`src/rtl/smac_pkg.sv`:
```
package smac_pkg;

    typedef enum logic [3:0] {
        OP_CLEAR  = 4'd0,
        OP_MUL32  = 4'd1,
        OP_MULS16 = 4'd2,
        OP_MULU16 = 4'd3,
        OP_DMULS  = 4'd4,
        OP_DMULU  = 4'd5,
        OP_MAC16  = 4'd6,
        OP_MAC32  = 4'd7,
        OP_LDHI   = 4'd8,
        OP_LDLO   = 4'd9
    } smac_op_e;

    typedef enum logic [1:0] {
        ST_IDLE  = 2'd0,
        ST_MULT  = 2'd1,
        ST_WRITE = 2'd2,
        ST_DONE  = 2'd3
    } smac_state_e;

endpackage

```
`src/rtl/smac_ctrl.sv`:
```
module smac_ctrl
    import smac_pkg::*;
(
    input  logic clk,
    input  logic rst_n,
    input  logic op_valid,
    output logic accept,
    output logic prod_en,
    output logic commit,
    output logic busy,
    output logic done
);

    smac_state_e state_q, state_d;

    always_ff @(posedge clk) begin
        if (!rst_n) state_q <= ST_IDLE;
        else        state_q <= state_d;
    end

    always_comb begin
        state_d = state_q;
        unique case (state_q)
            ST_IDLE:  if (op_valid) state_d = ST_MULT;
            ST_MULT:  state_d = ST_WRITE;
            ST_WRITE: state_d = ST_DONE;
            ST_DONE:  state_d = op_valid ? ST_MULT : ST_IDLE;
        endcase
    end

    always_comb begin
        accept  = 1'b0;
        prod_en = 1'b0;
        commit  = 1'b0;
        busy    = 1'b0;
        done    = 1'b0;
        unique case (state_q)
            ST_IDLE:  accept = op_valid;
            ST_MULT:  begin prod_en = 1'b1; busy = 1'b1; end
            ST_WRITE: begin commit  = 1'b1; busy = 1'b1; end
            ST_DONE:  begin done = 1'b1; accept = op_valid; end
        endcase
    end

endmodule

```
`src/rtl/smac_mult.sv`:
```
module smac_mult
    import smac_pkg::*;
#(
    parameter int DATA_W = 32,
    parameter int HALF_W = 16,
    localparam int ACC_W = 2 * DATA_W
) (
    input  logic              clk,
    input  logic              rst_n,
    input  logic              accept,
    input  logic              prod_en,
    input  logic [3:0]        op_in,
    input  logic              sat_in,
    input  logic [DATA_W-1:0] a_in,
    input  logic [DATA_W-1:0] b_in,
    output logic [3:0]        op_q,
    output logic              sat_q,
    output logic [DATA_W-1:0] a_q,
    output logic [ACC_W-1:0]  prod_q
);

    logic [3:0]        op_s1;
    logic              sat_s1;
    logic [DATA_W-1:0] opnd_s1 [2];
    logic [ACC_W-1:0]  opnd_x  [2];
    logic              narrow, signed_op;

    always_ff @(posedge clk) begin
        if (!rst_n) begin
            op_s1      <= OP_CLEAR;
            sat_s1     <= 1'b0;
            opnd_s1[0] <= '0;
            opnd_s1[1] <= '0;
        end else if (accept) begin
            op_s1      <= op_in;
            sat_s1     <= sat_in;
            opnd_s1[0] <= a_in;
            opnd_s1[1] <= b_in;
        end
    end

    always_comb begin
        narrow    = (op_s1 == OP_MULS16) || (op_s1 == OP_MULU16) || (op_s1 == OP_MAC16);
        signed_op = (op_s1 == OP_MULS16) || (op_s1 == OP_MAC16) ||
                    (op_s1 == OP_DMULS)  || (op_s1 == OP_MAC32);
    end

    for (genvar i = 0; i < 2; i++) begin : g_opnd
        always_comb begin
            if (narrow)
                opnd_x[i] = {{(ACC_W-HALF_W){signed_op & opnd_s1[i][HALF_W-1]}},
                             opnd_s1[i][HALF_W-1:0]};
            else
                opnd_x[i] = {{(ACC_W-DATA_W){signed_op & opnd_s1[i][DATA_W-1]}},
                             opnd_s1[i]};
        end
    end

    always_ff @(posedge clk) begin
        if (!rst_n) begin
            op_q   <= OP_CLEAR;
            sat_q  <= 1'b0;
            a_q    <= '0;
            prod_q <= '0;
        end else if (prod_en) begin
            op_q   <= op_s1;
            sat_q  <= sat_s1;
            a_q    <= opnd_s1[0];
            prod_q <= opnd_x[0] * opnd_x[1];
        end
    end

endmodule

```
`src/rtl/smac_accum.sv`:
```
module smac_accum
    import smac_pkg::*;
#(
    parameter int DATA_W = 32,
    parameter int SAT_W  = 48,
    localparam int ACC_W = 2 * DATA_W
) (
    input  logic              clk,
    input  logic              rst_n,
    input  logic              commit,
    input  logic [3:0]        op_q,
    input  logic              sat_q,
    input  logic [DATA_W-1:0] a_q,
    input  logic [ACC_W-1:0]  prod_q,
    output logic [DATA_W-1:0] acc_hi,
    output logic [DATA_W-1:0] acc_lo
);

    localparam logic [ACC_W-1:0]  WIDE_MAX = {{(ACC_W-SAT_W+1){1'b0}}, {(SAT_W-1){1'b1}}};
    localparam logic [ACC_W-1:0]  WIDE_MIN = {{(ACC_W-SAT_W+1){1'b1}}, {(SAT_W-1){1'b0}}};
    localparam logic [DATA_W-1:0] LO_MAX   = {1'b0, {(DATA_W-1){1'b1}}};
    localparam logic [DATA_W-1:0] LO_MIN   = {1'b1, {(DATA_W-1){1'b0}}};
    localparam logic [DATA_W-1:0] SAT_MARK = DATA_W'(1);

    logic [DATA_W-1:0] hi_q, lo_q, hi_d, lo_d;
    logic [ACC_W-1:0]  acc, sum_full, clamp_full;
    logic [DATA_W:0]   lo_sum;
    logic              lo_pos, lo_neg, wide_fit;

    always_comb begin
        acc      = {hi_q, lo_q};
        sum_full = acc + prod_q;
        lo_sum   = {lo_q[DATA_W-1], lo_q} +
                   {prod_q[DATA_W-1], prod_q[DATA_W-1:0]};
        lo_pos   = !lo_sum[DATA_W] &&  lo_sum[DATA_W-1];
        lo_neg   =  lo_sum[DATA_W] && !lo_sum[DATA_W-1];
        wide_fit = (&sum_full[ACC_W-1:SAT_W-1]) || !(|sum_full[ACC_W-1:SAT_W-1]);
        clamp_full = wide_fit ? sum_full : (sum_full[ACC_W-1] ? WIDE_MIN : WIDE_MAX);
    end

    always_comb begin
        hi_d = hi_q;
        lo_d = lo_q;
        unique case (op_q)
            OP_CLEAR:  begin hi_d = '0; lo_d = '0; end
            OP_MUL32,
            OP_MULS16,
            OP_MULU16: lo_d = prod_q[DATA_W-1:0];
            OP_DMULS,
            OP_DMULU:  {hi_d, lo_d} = prod_q;
            OP_MAC16: begin
                if (!sat_q)       {hi_d, lo_d} = sum_full;
                else if (lo_pos)  begin hi_d = SAT_MARK; lo_d = LO_MAX; end
                else if (lo_neg)  begin hi_d = SAT_MARK; lo_d = LO_MIN; end
                else              lo_d = lo_sum[DATA_W-1:0];
            end
            OP_MAC32:  {hi_d, lo_d} = sat_q ? clamp_full : sum_full;
            OP_LDHI:   hi_d = a_q;
            OP_LDLO:   lo_d = a_q;
            default: ;
        endcase
    end

    always_ff @(posedge clk) begin
        if (!rst_n) begin
            hi_q <= '0;
            lo_q <= '0;
        end else if (commit) begin
            hi_q <= hi_d;
            lo_q <= lo_d;
        end
    end

    assign acc_hi = hi_q;
    assign acc_lo = lo_q;

endmodule

```
`src/rtl/smac_unit.sv`:
```
module smac_unit
    import smac_pkg::*;
#(
    parameter int DATA_W = 32,
    parameter int HALF_W = 16,
    parameter int SAT_W  = 48,
    localparam int ACC_W = 2 * DATA_W
) (
    input  logic              clk,
    input  logic              rst_n,
    input  logic              op_valid,
    input  logic [3:0]        op_code,
    input  logic              sat_mode,
    input  logic [DATA_W-1:0] opnd_a,
    input  logic [DATA_W-1:0] opnd_b,
    output logic              busy,
    output logic              done,
    output logic [DATA_W-1:0] acc_hi,
    output logic [DATA_W-1:0] acc_lo
);

    logic              accept, prod_en, commit;
    logic [3:0]        op_w;
    logic              sat_w;
    logic [DATA_W-1:0] a_w;
    logic [ACC_W-1:0]  prod_w;

    smac_ctrl u_ctrl (
        .clk      (clk),
        .rst_n    (rst_n),
        .op_valid (op_valid),
        .accept   (accept),
        .prod_en  (prod_en),
        .commit   (commit),
        .busy     (busy),
        .done     (done)
    );

    smac_mult #(.DATA_W(DATA_W), .HALF_W(HALF_W)) u_mult (
        .clk     (clk),
        .rst_n   (rst_n),
        .accept  (accept),
        .prod_en (prod_en),
        .op_in   (op_code),
        .sat_in  (sat_mode),
        .a_in    (opnd_a),
        .b_in    (opnd_b),
        .op_q    (op_w),
        .sat_q   (sat_w),
        .a_q     (a_w),
        .prod_q  (prod_w)
    );

    smac_accum #(.DATA_W(DATA_W), .SAT_W(SAT_W)) u_accum (
        .clk    (clk),
        .rst_n  (rst_n),
        .commit (commit),
        .op_q   (op_w),
        .sat_q  (sat_w),
        .a_q    (a_w),
        .prod_q (prod_w),
        .acc_hi (acc_hi),
        .acc_lo (acc_lo)
    );

endmodule

```
`config.mk`:
```
export PLATFORM = sky130hd
export DESIGN_NAME = smac_unit
export DESIGN_NICKNAME = d
export VERILOG_FILES = /design/src/rtl/smac_pkg.sv /design/src/rtl/smac_ctrl.sv /design/src/rtl/smac_mult.sv /design/src/rtl/smac_accum.sv /design/src/rtl/smac_unit.sv
export SDC_FILE = /design/constraint.sdc
export NUM_CORES = 2
export LEC_CHECK = 0
export CORE_UTILIZATION = 45
export DETAILED_ROUTE_END_ITERATION = 10
export HOLD_SLACK_MARGIN = 0.1
export MAX_ROUTING_LAYER = met4
export PLACE_DENSITY = 0.7
export SLEW_MARGIN = 20
export SYNTH_ARGS = -nofsm -noshare
export SYNTH_HDL_FRONTEND = slang
export SYNTH_SLANG_ARGS = --single-unit
```
`constraint.sdc`:
```
create_clock -name clk -period 21.7 [get_ports clk]
set_input_delay 2.17 -clock clk [delete_from_list [all_inputs] [get_ports clk]]
set_output_delay 2.17 -clock clk [all_outputs]
set_load 0.01 [all_outputs]
```
==> key figures <==
Outcome
  – Outcome: completed

Logic synthesis
  – Synth top cells by count: inv_1, fa_1, nand2_1, and2_1, ha_1
  – Post-synth EDFFs: 64
  – Post-Syn Area per Cell: 9.215 um^2
  – Synth unique cells: 80
  – Yosys warning total: 0
  – Sequential fraction of the synthesis area: 8.707%
  – Most frequent cell after synthesis: inv_1
  – Synth Instances: 6687
  – Number of synthesized register bits: 236
  – Top_reg_cell synth: dfxtp_1
  – Synth Net Count: 8565
  – Synth area leader: fa_1
  – Post-synth top area share: 46.78%
  – Top cells by area, synth: fa_1, inv_1, ha_1
  – FFs w/ async S/R, synth: 0%
  – Synth Cell Area: 61620 um^2

Clocking
  – Root Buffer: clkbuf_16
  – Clk_lat worst skew: 630 ps
  – Clk sinks: 236
  – CTS resizes: 0
  – CTS tree: yes
  – Max Root-Sink Buffers: 3
  – TritonCTS Buffers: 29
  – Post-CTS Repair Setup Buffers: 0
  – Hold_buf cts: 0
  – H-Tree Depth: 1
  – Reg clk slew, reported paths: 70 ps

Floorplan
  – Full die area: 138400 um^2
  – Initial Util: 45.43%
  – Cell row count: 135
  – Core Box Area: 135600 um^2
  – Die Width: 372.0 um
  – I/O Pins: 138
  – Die H: 372.0 um

Layout
  – Register area: 5365 um^2
  – Area delta synth->final: 6.973%
  – Final #Nets: 8523
  – # fillers: 12630
  – Share of cells above drive strength 1: 2.954%
  – Multi-input gate area: 49140 um^2

Worst setup path
  – Worst path max stage delay: 770 ps
  – Setup CP Type: reg2reg
  – CP Max Fanout: 32
  – Startpoint Class: register
  – Highest-delay cell along the critical path: fa_1
  – Worst Setup SP: u_mult.opnd_s1[0][15]$_SDFFCE_PN0P_
  – Worst r2r src: u_mult.opnd_s1[0][15]$_SDFFCE_PN0P_
  – WP data required: 22260 ps
  – CP endpoint kind: register
  – Critical path's most frequent cell: fa_1
  – Critical Path AT: 12570 ps

Detailed routing
  – DR vias: 47110
  – First DRT Iteration DRCs: 4507
  – First-pass DRT Iterations: 6
  – Drt drc: 0
  – Vias per inst: 5.571
  – Detail Route Antenna Nets: 0
  – DRT Wirelength: 197.6 mm
  – Drt wl/cell: 23.38 um

GRT
  – Initial antenna violation count: 8
  – First-pass GRT wire length: 303.1 mm
  – Tot GR Track Use: 30.04%
  – Number of global-route vias before repair: 50010
  – Largest net degree at the start of global routing: 90
  – GRT Residual Overflow: 0

Timing
  – Slew Viols, Final: 0
  – Relative slew slack: 26.24%
  – Final hold viol count: 0
  – RSZ-0062 raised after global routing: no
  – Period Utilization, post-route: 55.34%
  – Tmin final: 12010 ps
  – Worst clock skew: 30.28 ps
  – Least-Margin Pin Slew: 1099 ps
  – Max Fclk: 0.08327 GHz
  – Setup violations, final: 0
  – Total negative slack: 0 ps

Placed design
  – GPL Wtd Cong: 1.033
  – DP HPWL: 163.5 mm
  – PortBufs: 137

Min path
  – Hold crit path type: reg2reg
  – Hold Path Origin: u_mult.sat_s1$_SDFFE_PN0P_

Flow run
  – Max-cap violations: 0
## critical path, delay by kind of cell, from the launching register on
family	cells	cell delay, ps
DFF	1	330
muxes	2	340
AOI/OAI and AO/OA	6	2380
adders and majority gates	11	5710
and+or+nand+nor	8	1500
buffers and inverters	11	1630
## layer usage
metal | vias to the layer above | GRT usage [%] | wire length [um]
li1 | 20230 | - | -
met5 | - | - | 0
met3 | 446 | 5.343 | 20220
met4 | 0 | 11.81 | 9167
met2 | 2388 | 46.35 | 89320
met1 | 24040 | 39.32 | 78940
## layout by cell type, fill, tap and decap left out, types with 49 or more instances in the layout
master / instances
a21o_1: 113
a21oi_1: 185
and2_1: 428
buf_4: 106
clkdlybuf4s50_1: 137
dfxtp_1: 172
edfxtp_1: 64
fa_1: 1440
ha_1: 365
inv_1: 1589
mux2i_1: 82
nand2_1: 700
nor2_1: 349
o21a_1: 49
o21ai_0: 111
xnor2_1: 104
xor2_1: 54
## cell families (layout without fill, tap and decap cells)
family / count (synthesis) / count (layout) / synth area share (%)
AO/OA/AOI/OAI: 799 / 799 / 8.898
buffers and inverters: 1907 / 1888 / 11.67
multiplexers: 82 / 82 / 1.332
XOR/XNOR: 158 / 158 / 2.246
flip-flops: 236 / 236 / 8.707
adder cells (fa/ha/maj): 1806 / 1806 / 54.22
AND/OR/NAND/NOR: 1699 / 1699 / 12.93
other: 0 / 6 / 0
## final timing paths
check | to | slack (ps) | cells after the start
max reg2reg | u_mult.prod_q[63]$_SDFFE_PN0N_ | 9690 | 38
max | u_mult.prod_q[63]$_SDFFE_PN0N_ | 9690 | 38
min | u_mult.sat_s1$_SDFFE_PN0P_ | 490 | 1
min reg2reg | u_mult.sat_s1$_SDFFE_PN0P_ | 490 | 1
## metrics by stage
step / std cells / worst slack, ps / cell area, um^2 / hold slack (ps) / util, %
2_1_floorplan: 6687 / 11570 / 61620 / 448.9 / -
3_3_place_gp: 8395 / 9824 / 64870 / 469.3 / 47.83
3_5_place_dp: 8395 / 9499 / 64870 / 468.3 / 47.83
4_1_cts: 8449 / 9469 / 65890 / 487.9 / 48.58
5_1_grt: 8453 / 9216 / 65910 / 518.9 / 48.59
6_report: 8455 / 9691 / 65910 / 489.1 / 48.60
## registers in the layout, indices dropped and copies added, names as in the netlist
signal          cells
u_mult.sat_q        1
u_mult.op_s1        4
u_mult.prod_q      64
u_mult.sat_s1       1
u_accum.acc_hi     32
u_mult.opnd_s1     64
u_ctrl.state_q      2
u_mult.a_q         32
u_accum.acc_lo     32
u_mult.op_q         4
## layout make-up
| cell class | count | share of cell area (%) |
|---|---|---|
| multi-input combinational | 4544 | 74.55 |
| clock inverter | 18 | 0.3322 |
| inverter | 1591 | 9.066 |
| clock buffer | 36 | 1.219 |
| sequential | 236 | 8.140 |
| antenna | 6 | 0.02278 |
| tap | 1781 | 3.381 |
| timing repair buffer | 243 | 3.288 |
Power is not shown: default switching activity piles up to over one toggle a cycle in this logic, so the estimate is an artifact.
